### config.mk
export PLATFORM = sky130hd
export DESIGN_NAME = evt_timer16
export DESIGN_NICKNAME = d
export VERILOG_FILES = /design/src/rtl/evt_timer16_pkg.sv /design/src/rtl/evt_edge_det.sv /design/src/rtl/evt_count_core.sv /design/src/rtl/evt_oneshot.sv /design/src/rtl/evt_timer16.sv
export SDC_FILE = /design/constraint.sdc
export NUM_CORES = 1
export LEC_CHECK = 0
export CAP_MARGIN = 20
export CORE_MARGIN = 8
export CORE_UTILIZATION = 50
export DETAILED_ROUTE_END_ITERATION = 10
export GPL_ROUTABILITY_DRIVEN = 0
export PLACE_DENSITY = 0.85
export SLEW_MARGIN = 10
export SYNTH_ARGS = -nofsm -noshare
export SYNTH_HDL_FRONTEND = slang
export SYNTH_SLANG_ARGS = --single-unit
### constraint.sdc
create_clock -name clk -period 2 [get_ports clk]
set_input_delay 0.4 -clock clk [delete_from_list [all_inputs] [get_ports clk]]
set_output_delay 0.4 -clock clk [all_outputs]
set_load 0.01 [all_outputs]
### src/rtl/evt_timer16_pkg.sv
package evt_timer16_pkg;

   typedef enum logic [1:0] {
      MODE_STOP  = 2'b00,
      MODE_FREE  = 2'b01,
      MODE_MATCH = 2'b10,
      MODE_EDGE  = 2'b11
   } tmr_mode_e;

   typedef enum logic [1:0] {
      EDGE_FALL = 2'b00,
      EDGE_RISE = 2'b01,
      EDGE_NONE = 2'b10,
      EDGE_BOTH = 2'b11
   } edge_sel_e;

   localparam logic [1:0] REG_CTRL = 2'd0;
   localparam logic [1:0] REG_CNT  = 2'd1;
   localparam logic [1:0] REG_CMP0 = 2'd2;
   localparam logic [1:0] REG_CMP1 = 2'd3;

   localparam int CB_MODE_LO = 0;
   localparam int CB_TSEL_LO = 2;
   localparam int CB_CSEL_LO = 4;
   localparam int CB_OS_EN   = 6;
   localparam int CB_CAP_EN  = 7;
   localparam int CB_OVF     = 8;
   localparam int CB_SWTRIG  = 9;
   localparam int CTRL_BITS  = 10;

endpackage

### src/rtl/evt_edge_det.sv
module evt_edge_det
   import evt_timer16_pkg::*;
#(
   parameter int SYNC_STAGES = 2
) (
   input  logic      clk,
   input  logic      rst_n,
   input  logic      din,
   input  edge_sel_e sel,
   input  logic      enable,
   output logic      edge_hit
);

   generate
      if (SYNC_STAGES < 2) begin : g_bad_sync
         $error("evt_edge_det: SYNC_STAGES must be at least 2");
      end
   endgenerate

   logic [SYNC_STAGES-1:0] sync_q;
   logic                   prev_q;
   logic                   cur;
   logic                   rise;
   logic                   fall;

   always_ff @(posedge clk or negedge rst_n) begin
      if (!rst_n) begin
         sync_q <= '0;
         prev_q <= 1'b0;
      end else begin
         sync_q <= {sync_q[SYNC_STAGES-2:0], din};
         prev_q <= sync_q[SYNC_STAGES-1];
      end
   end

   assign cur  = sync_q[SYNC_STAGES-1];
   assign rise = cur & ~prev_q;
   assign fall = ~cur & prev_q;

   always_comb begin
      unique case (sel)
         EDGE_FALL: edge_hit = enable & fall;
         EDGE_RISE: edge_hit = enable & rise;
         EDGE_BOTH: edge_hit = enable & (rise | fall);
         default:   edge_hit = 1'b0;
      endcase
   end

endmodule

### src/rtl/evt_count_core.sv
module evt_count_core #(
   parameter int CNT_W = 16
) (
   input  logic             clk,
   input  logic             rst_n,
   input  logic             run,
   input  logic             step,
   input  logic             clear,
   input  logic             wrap_on_cmp,
   input  logic [CNT_W-1:0] cmp0,
   input  logic             ovf_clr_req,
   output logic [CNT_W-1:0] cnt,
   output logic             ovf,
   output logic             ovf_hold
);

   localparam logic [CNT_W-1:0] CNT_MAX = '1;

   logic at_max;
   logic wrap_now;
   logic ovf_set;
   logic live_step;

   assign live_step = run & step & ~clear;
   assign at_max    = (cnt == CNT_MAX);
   assign wrap_now  = wrap_on_cmp & (cnt == cmp0);
   assign ovf_set   = live_step & at_max;

   always_ff @(posedge clk or negedge rst_n) begin
      if (!rst_n) begin
         cnt <= '0;
      end else if (!run || clear) begin
         cnt <= '0;
      end else if (step) begin
         cnt <= wrap_now ? '0 : cnt + 1'b1;
      end
   end

   always_ff @(posedge clk or negedge rst_n) begin
      if (!rst_n) begin
         ovf      <= 1'b0;
         ovf_hold <= 1'b0;
      end else begin
         if (ovf_set) begin
            ovf <= 1'b1;
         end else if (ovf_clr_req && !ovf_hold) begin
            ovf <= 1'b0;
         end

         if (ovf_set) begin
            ovf_hold <= 1'b1;
         end else if (!run || (run && step)) begin
            ovf_hold <= 1'b0;
         end
      end
   end

endmodule

### src/rtl/evt_oneshot.sv
module evt_oneshot (
   input  logic clk,
   input  logic rst_n,
   input  logic allow,
   input  logic start_req,
   input  logic hit0,
   input  logic hit1,
   output logic busy,
   output logic pulse,
   output logic accept
);

   assign accept = allow & start_req & ~busy;

   always_ff @(posedge clk or negedge rst_n) begin
      if (!rst_n) begin
         busy  <= 1'b0;
         pulse <= 1'b0;
      end else if (!allow) begin
         busy  <= 1'b0;
         pulse <= 1'b0;
      end else if (accept) begin
         busy  <= 1'b1;
         pulse <= 1'b0;
      end else if (busy) begin
         if (hit0) begin
            busy  <= 1'b0;
            pulse <= 1'b0;
         end else if (hit1) begin
            pulse <= 1'b1;
         end
      end
   end

endmodule

### src/rtl/evt_timer16.sv
module evt_timer16
   import evt_timer16_pkg::*;
#(
   parameter int               CNT_W           = 16,
   parameter int               SYNC_STAGES     = 2,
   parameter bit               RD_CONFLICT_X   = 1'b0,
   parameter logic [CNT_W-1:0] RD_CONFLICT_VAL = '0
) (
   input  logic             clk,
   input  logic             rst_n,
   input  logic             bus_we,
   input  logic             bus_re,
   input  logic [1:0]       bus_addr,
   input  logic [CNT_W-1:0] bus_wdata,
   output logic [CNT_W-1:0] bus_rdata,
   input  logic             count_en,
   input  logic             trig_in,
   input  logic             cap_in,
   output logic             tmr_out,
   output logic             irq_cmp0,
   output logic             irq_cmp1,
   output logic             ovf_flag
);

   generate
      if (CNT_W < CTRL_BITS) begin : g_bad_width
         $error("evt_timer16: CNT_W too small for the control register");
      end
   endgenerate

   tmr_mode_e        mode_q;
   edge_sel_e        tsel_q;
   edge_sel_e        csel_q;
   logic             os_en_q;
   logic             cap_en_q;
   logic [CNT_W-1:0] cmp0_q;
   logic [CNT_W-1:0] cmp1_q;
   logic [CNT_W-1:0] cnt_q;
   logic [CNT_W-1:0] rdata_q;
   logic [CNT_W-1:0] ctrl_rd;
   logic [CNT_W-1:0] conflict_val;
   logic             irq0_q;
   logic             irq1_q;

   logic running;
   logic wr_ctrl;
   logic sw_trig;
   logic ovf_clr;
   logic trig_edge;
   logic cap_edge;
   logic count_step;
   logic hit0;
   logic hit1;
   logic os_allow;
   logic os_busy;
   logic os_pulse;
   logic os_accept;
   logic edge_clear;
   logic cnt_clear;
   logic cap_event;
   logic rd_conflict;
   logic ovf_hold;

   assign running    = (mode_q != MODE_STOP);
   assign wr_ctrl    = bus_we & (bus_addr == REG_CTRL);
   assign sw_trig    = wr_ctrl & bus_wdata[CB_SWTRIG];
   assign ovf_clr    = wr_ctrl & bus_wdata[CB_OVF];
   assign count_step = running & count_en;
   assign hit0       = count_step & (cnt_q == cmp0_q);
   assign hit1       = count_step & (cnt_q == cmp1_q);
   assign os_allow   = os_en_q & ((mode_q == MODE_FREE) | (mode_q == MODE_EDGE));
   assign edge_clear = (mode_q == MODE_EDGE) & trig_edge & ~os_busy;
   assign cnt_clear  = edge_clear | os_accept;
   assign cap_event  = cap_en_q & cap_edge;
   assign rd_conflict = bus_re & (bus_addr == REG_CMP1) & cap_event;

   evt_edge_det #(.SYNC_STAGES(SYNC_STAGES)) u_trig_det (
      .clk      (clk),
      .rst_n    (rst_n),
      .din      (trig_in),
      .sel      (tsel_q),
      .enable   (running),
      .edge_hit (trig_edge)
   );

   evt_edge_det #(.SYNC_STAGES(SYNC_STAGES)) u_cap_det (
      .clk      (clk),
      .rst_n    (rst_n),
      .din      (cap_in),
      .sel      (csel_q),
      .enable   (running),
      .edge_hit (cap_edge)
   );

   evt_count_core #(.CNT_W(CNT_W)) u_core (
      .clk         (clk),
      .rst_n       (rst_n),
      .run         (running),
      .step        (count_en),
      .clear       (cnt_clear),
      .wrap_on_cmp (mode_q == MODE_MATCH),
      .cmp0        (cmp0_q),
      .ovf_clr_req (ovf_clr),
      .cnt         (cnt_q),
      .ovf         (ovf_flag),
      .ovf_hold    (ovf_hold)
   );

   evt_oneshot u_os (
      .clk       (clk),
      .rst_n     (rst_n),
      .allow     (os_allow),
      .start_req (sw_trig | trig_edge),
      .hit0      (hit0),
      .hit1      (hit1),
      .busy      (os_busy),
      .pulse     (os_pulse),
      .accept    (os_accept)
   );

   // control register; edge selects only move while stopped
   always_ff @(posedge clk or negedge rst_n) begin
      if (!rst_n) begin
         mode_q   <= MODE_STOP;
         tsel_q   <= EDGE_FALL;
         csel_q   <= EDGE_FALL;
         os_en_q  <= 1'b0;
         cap_en_q <= 1'b0;
      end else if (wr_ctrl) begin
         mode_q   <= tmr_mode_e'(bus_wdata[CB_MODE_LO +: 2]);
         os_en_q  <= bus_wdata[CB_OS_EN];
         cap_en_q <= bus_wdata[CB_CAP_EN];
         if (mode_q == MODE_STOP) begin
            tsel_q <= edge_sel_e'(bus_wdata[CB_TSEL_LO +: 2]);
            csel_q <= edge_sel_e'(bus_wdata[CB_CSEL_LO +: 2]);
         end
      end
   end

   // compare registers; capture outranks a bus write
   always_ff @(posedge clk or negedge rst_n) begin
      if (!rst_n) begin
         cmp0_q <= '0;
         cmp1_q <= '0;
      end else begin
         if (bus_we && bus_addr == REG_CMP0) begin
            cmp0_q <= bus_wdata;
         end
         if (cap_event) begin
            cmp1_q <= cnt_q;
         end else if (bus_we && bus_addr == REG_CMP1) begin
            cmp1_q <= bus_wdata;
         end
      end
   end

   always_ff @(posedge clk or negedge rst_n) begin
      if (!rst_n) begin
         irq0_q <= 1'b0;
         irq1_q <= 1'b0;
      end else begin
         irq0_q <= hit0;
         irq1_q <= hit1;
      end
   end

   generate
      if (RD_CONFLICT_X) begin : g_conf_x
         assign conflict_val = 'x;
      end else begin : g_conf_fixed
         assign conflict_val = RD_CONFLICT_VAL;
      end
   endgenerate

   always_comb begin
      ctrl_rd                     = '0;
      ctrl_rd[CB_MODE_LO +: 2]    = mode_q;
      ctrl_rd[CB_TSEL_LO +: 2]    = tsel_q;
      ctrl_rd[CB_CSEL_LO +: 2]    = csel_q;
      ctrl_rd[CB_OS_EN]           = os_en_q;
      ctrl_rd[CB_CAP_EN]          = cap_en_q;
      ctrl_rd[CB_OVF]             = ovf_flag;
   end

   always_ff @(posedge clk or negedge rst_n) begin
      if (!rst_n) begin
         rdata_q <= '0;
      end else if (bus_re) begin
         if (rd_conflict) begin
            rdata_q <= conflict_val;
         end else begin
            unique case (bus_addr)
               REG_CTRL: rdata_q <= ctrl_rd;
               REG_CNT:  rdata_q <= cnt_q;
               REG_CMP0: rdata_q <= cmp0_q;
               default:  rdata_q <= cmp1_q;
            endcase
         end
      end
   end

   assign bus_rdata = rdata_q;
   assign tmr_out   = os_pulse;
   assign irq_cmp0  = irq0_q;
   assign irq_cmp1  = irq1_q;

endmodule

; ---- Word-level counts from Yosys, hierarchy flattened
; Cells that the tools add are included.
[word_totals]
ram_bits = 0
wordCells = 114
reg_bits = 84
mem_count = 0
out_inout_bits = 20
latch_bits = 0
romBits = 0
[op_classes]
addsub = 1
muxes = 22
div = 0
shifts = 0
bitwise = 38
reduce_logical = 19
mul = 0
magnitude_cmp = 0
eq_ne = 15
[ops]
columns = operator, count
row1 = $mux 16, 6
row2 = $pmux 16 s3, 1
row3 = $eq 16x16->1, 2
row4 = $and 1x1->1, 27
row5 = $add 16x1->16 const B, 1
row6 = $eq 16x16->1 const B, 1
row7 = $mux 1, 13
row8 = $eq 2x2->1 const B, 6
row9 = $reduce_bool 2->1, 5
row10 = $eq 2x1->1 const B, 4
row11 = $logic_not 2->1, 4
row12 = $not 1->1, 6
row13 = $pmux 1 s3, 2
row14 = $or 1x1->1, 5
row15 = $logic_and 1x1->1, 4
row16 = $ne 4x4->1 const B, 1
row17 = $reduce_and 2->1, 2
row18 = $ne 3x3->1 const B, 1
row19 = $logic_not 1->1, 2
row20 = $logic_or 1x1->1, 2

; ---- Logic depth before layout (Yosys ltp)
[logic_depth]
word_depth = 13
mapped_depth = 9
mapped_depth_nobuf = 8

; ---- By module
; A second synthesis with hierarchy kept.
[hier_totals]
hier_cells = 459
hier_area_um2 = 4802.1
[by_module_without_submodules]
columns = module, cells_each, area_each_um2, seq_area_each_um2, n_inst
row1 = evt_timer16, 284, 3204.3, 1451.4, 1
row2 = evt_count_core, 140, 1222.4, 450.4, 1
row3 = evt_edge_det, 12, 137.6, 75.1, 2
row4 = evt_oneshot, 11, 100.1, 50.0, 1

; ---- Worst setup path before layout
; Ideal clock, no wire load.
[synth_path]
path_type = register to register
startpoint = register u_trig_det.prev_q
endpoint = register u_core.cnt[13]
setup_ns = 0.126
path_stages_with_launch = 10
setup_slack_ns = 0.042
arrival_time_ns = 1.832
path_cell_list = dfrtp_1 inv_1 ha_1 nand2b_1 a221o_1 o21ai_1 a21o_1 o21bai_4 buf_6 o22ai_1
[synth_via]
elab_chain_cells = 11
word_cells_on_any_way = 17
classes_between = mux (2) / bitwise (13) / reduce/logical (2)
[synth_lines]
columns = item, line
row1 = from (decl), evt_edge_det.sv:21  ; logic prev_q;
row2 = from (signal assigned), evt_edge_det.sv:32  ; prev_q <= sync_q[SYNC_STAGES-1];
row3 = $not 1->1, evt_edge_det.sv:37  ; assign rise = cur & ~prev_q;
row4 = $and 1x1->1, evt_edge_det.sv:37
row5 = $or 1x1->1, evt_edge_det.sv:44  ; EDGE_BOTH: edge_hit = enable & (rise | fall);
row6 = $and 1x1->1, evt_edge_det.sv:44
row7 = $pmux 1 s3 *, evt_edge_det.sv:41  ; unique case (sel)
row8 = $or 1x1->1, evt_timer16.sv:113  ; .start_req (sw_trig | trig_edge),
row9 = $and 1x1->1 (2 in series), evt_oneshot.sv:13  ; assign accept = allow & start_req & ~busy;
row10 = $or 1x1->1 *, evt_timer16.sv:73  ; assign cnt_clear = edge_clear | os_accept;
row11 = $logic_or 1x1->1 *, evt_count_core.sv:32  ; end else if (!run || clear) begin
row12 = $mux 16 or $reduce_bool 2->1 (tied branches), n/a
row13 = to (signal assigned), evt_count_core.sv:35  ; cnt <= wrap_now ? '0 : cnt + 1'b1;
row14 = to (decl), evt_count_core.sv:12  ; output logic [CNT_W-1:0] cnt,
; Mark *: on every way between the ends. The rest lies on a longest branch, timed or not.
; A chain may end at the register's enable or synchronous reset.

; ---- Worst setup path after layout
[layout_path]
startpoint = register u_core.cnt[0]
endpoint = register u_core.cnt[0]
[layout_via]
elab_chain_cells = 5
word_cells_on_any_way = 6
classes_between = add/sub (1) / eq/ne (1) / mux (3) / bitwise (1)
[layout_lines]
columns = item, line
row1 = branches (longest 2 deep; another with $add 16x1->16), n/a
row2 = $mux 16 *, evt_count_core.sv:35
row3 = $mux 16 *, evt_count_core.sv:34  ; end else if (step) begin
row4 = $mux 16 *, evt_count_core.sv:32
; Every way passes the cells marked *. The select of a mux whose other input is x is not followed.

==> flow_summary.ini <==
[run_status]
status = complete, but fails checks
violations = setup timing

[routing]
drc = 0
viasPerCell = 6.38
dr.pass1.iters = 6
detail-route-antenna-nets = 0
drtIter0Drc = 483
totalWireLength_um = 13100
vias = 3929
routedWlPerCell_um = 21.3

[grt]
grt_pass1_vias = 3897
grt_max_degree = 41
grt-ovfl-total = 0
grt_pass1_wl_um = 20200
grt_usage_pct = 20.2
antenna_found_initial = 0

[synth]
yosysWarningCount = 0
syn_avg_cell_area_um2 = 10.5
synthCells = 429
synthArstFlopShare_pct = 100
synth_edf_count = 0
syn_nets = 459
ys_seq_elements = 84
yosysSeqAreaShare_pct = 46.7
synth_area_um2 = 4500
synth_flop_cell = dfrtp_1
ys_types = 47

[cells_and_area]
fin_cells = 616
layout-drive-gt1-share_pct = 25.6
final-seq-area_um2 = 2110
layout_common_cells = 81 x dfrtp_1, 50 x nand2_1, 45 x buf_4, 43 x clkdlybuf4s50_1, 35 x inv_1
nFillCells = 574
multiInputGateArea_um2 = 2200
final_common_cell = dfrtp_1
finish.instance_area_um2 = 5660
postLayoutCoreUtil_pct = 64.8
nNetsFinal = 534
area.growth.synth_to_final_pct = 25.7
n_antenna_cell = 0

[sta]
worst_slew_pin_slew_ps = 561
drv_slew = 0
finalHoldViolCount = 0
fin_crit_sh_pct = 107
final-setup-viol-count = 18
timing.fmax_mhz = 466
layout_setup_ws_ps = -148
slew_headroom_pct = 62.5
finalCriticalPeriod_ps = 2150
finClkSkew_ps = 7.81
rsz0062_at_grt = yes

[die]
fp.coreArea_um2 = 8720
core.rowCount = 34
die_y_um = 111
io_pins = 45
initial_core_util_pct = 51.6
die_w_um = 111
dieArea_um2 = 12300

[place]
dp.cells = 590
port_buffers = 44
post-place-ws_ps = -358
place_area_um2 = 5250
dpl.hpwl_um = 8620

[min_path]
hold_path.class = flop to flop

[clock_tree]
cts_buffers = 9
root_buffer = clkbuf_8
clk_pin_slew_worst_paths_ps = 80
clk_path_buf_depth = 2
htreeDepth = 3
clk_latency_ps = 370
cts.sinks = 84
cts_tree = done

[setup_path]
criticalPathCategory = flop to flop
worstPathArrival_ps = 2380
worstPathMaxFanout = 5
worstSetupEndpointType = flop
start_kind = flop
worstPathRequired_ps = 2230

[power_and_ir_drop]
total_power_mw = 5.50
p_per_area_nw_per_um2 = 972
power.leakage_nw = 2.49
ir_worst_vdd_mv = 0.476

[run]
maxCapViolCount = 0
==> final cells by class <==
cell class / instances / area share (%)
clock buffers: 11 / 2.32
clock inverters: 4 / 0.907
inverters: 36 / 2.46
multi-input cells: 278 / 39.0
flip-flops and latches: 84 / 37.2
well taps: 108 / 2.39
repair buffers: 95 / 15.7
==> path summary, 6_finish.rpt <==
check,endpoint,cells after the start,slack [ps],from
hold / removal,u_trig_det.sync_q[1]$_DFF_PN0_,0,360,u_trig_det.sync_q[0]$_DFF_PN0_
hold reg to reg,u_trig_det.sync_q[1]$_DFF_PN0_,0,360,u_trig_det.sync_q[0]$_DFF_PN0_
min in group asynchronous,mode_q[1]$_DFFE_PN0N_,2,480,rst_n
setup reg to reg,u_core.cnt[0]$_DFFE_PN0P_,7,-150,u_core.cnt[0]$_DFFE_PN0P_
max in group asynchronous,u_core.cnt[11]$_DFFE_PN0P_,3,920,rst_n
setup / recovery,u_core.cnt[0]$_DFFE_PN0P_,7,-150,u_core.cnt[0]$_DFFE_PN0P_
==> repair_timing <==
item | 4_1_cts | 5_1_grt
setup buffers | 4 | 5
cloned | 1 | 0
resized for setup | 5 | 18
hold endpoints to repair | 22 | 0
hold buffers | 1 | 0
setup endpoints to repair | 14 | 19
pin swaps | 9 | 8
==> cells by family after synthesis <==
| group | synth area share [%] |
|---|---|
| AO/OA/AOI/OAI | 10.4 |
| flip-flops | 46.7 |
| buffers and inverters | 6.98 |
| adder cells (fa/ha/maj) | 1.39 |
| multiplexers | 15.7 |
| XOR/XNOR | 6.62 |
| AND/OR/NAND/NOR | 12.2 |
==> sequential cells by signal, summed over array words and instances, names as in the netlist <==
register	flops
u_trig_det.prev_q	1
u_core.cnt	16
u_os.pulse	1
os_en_q	1
u_cap_det.sync_q	2
u_os.busy	1
cmp1_q	16
cap_en_q	1
irq_cmp1	1
u_cap_det.prev_q	1
tsel_q	2
cmp0_q	16
irq_cmp0	1
mode_q	2
bus_rdata	16
u_trig_det.sync_q	2
csel_q	2
u_core.ovf_hold	1
u_core.ovf	1
==> where the power goes <==
group	switching (mW)	total, mW	internal, mW
clock	0.618	1.19	0.572
sequential	0.383	2.44	2.06
combinational	0.904	1.87	0.964
==> Yosys cell counts, types with 2 or more instances <==
cell type,number,share of area [%]
a211oi_1,2,0.33
a21oi_1,2,0.22
a22oi_1,7,1.2
a31oi_1,2,0.28
and2_1,2,0.28
and3_1,4,0.56
and3_2,2,0.33
buf_2,17,1.9
buf_4,4,0.67
buf_6,3,0.75
clkbuf_1,8,0.67
dfrtp_1,84,47
ha_1,5,1.4
inv_1,35,2.9
mux2_2,30,7.5
mux2i_1,16,3.6
mux4_2,8,4.0
nand2_1,50,4.2
nand3_1,18,2.0
nand3b_1,2,0.33
nand4_1,8,1.1
nor2_1,8,0.67
nor3_1,3,0.33
nor4_1,4,0.56
o21ai_0,25,2.8
o22ai_1,26,3.6
o41ai_1,2,0.39
xnor2_1,25,4.9
xor2_1,9,1.8
==> per-stage QoR <==
stage | hold WS, ps | TNS [ps]
after floorplan | 104 | 0
after global placement | 317 | -3640
after detailed placement | 324 | -7010
after CTS | 363 | -691
after global routing | 365 | -2950
final | 360 | -1060
==> layer usage <==
layer | track usage, % | part of all wire, %
met2 | 32.3 | 48
met1 | 24.3 | 38
met5 | 0 | 0
met4 | 11.2 | 5.3
met3 | 5.14 | 9.0
==> worst max-delay path, cell delays in order, from the launching register on <==
cell,delay (ps)
dfrtp_2,460
xnor2_1,390
nand4_1,240
nor4_4,210
buf_4,190
or2b_1,230
a21oi_1,200
a211oi_1,90
Note: power is estimated with default switching activity, not from simulation.
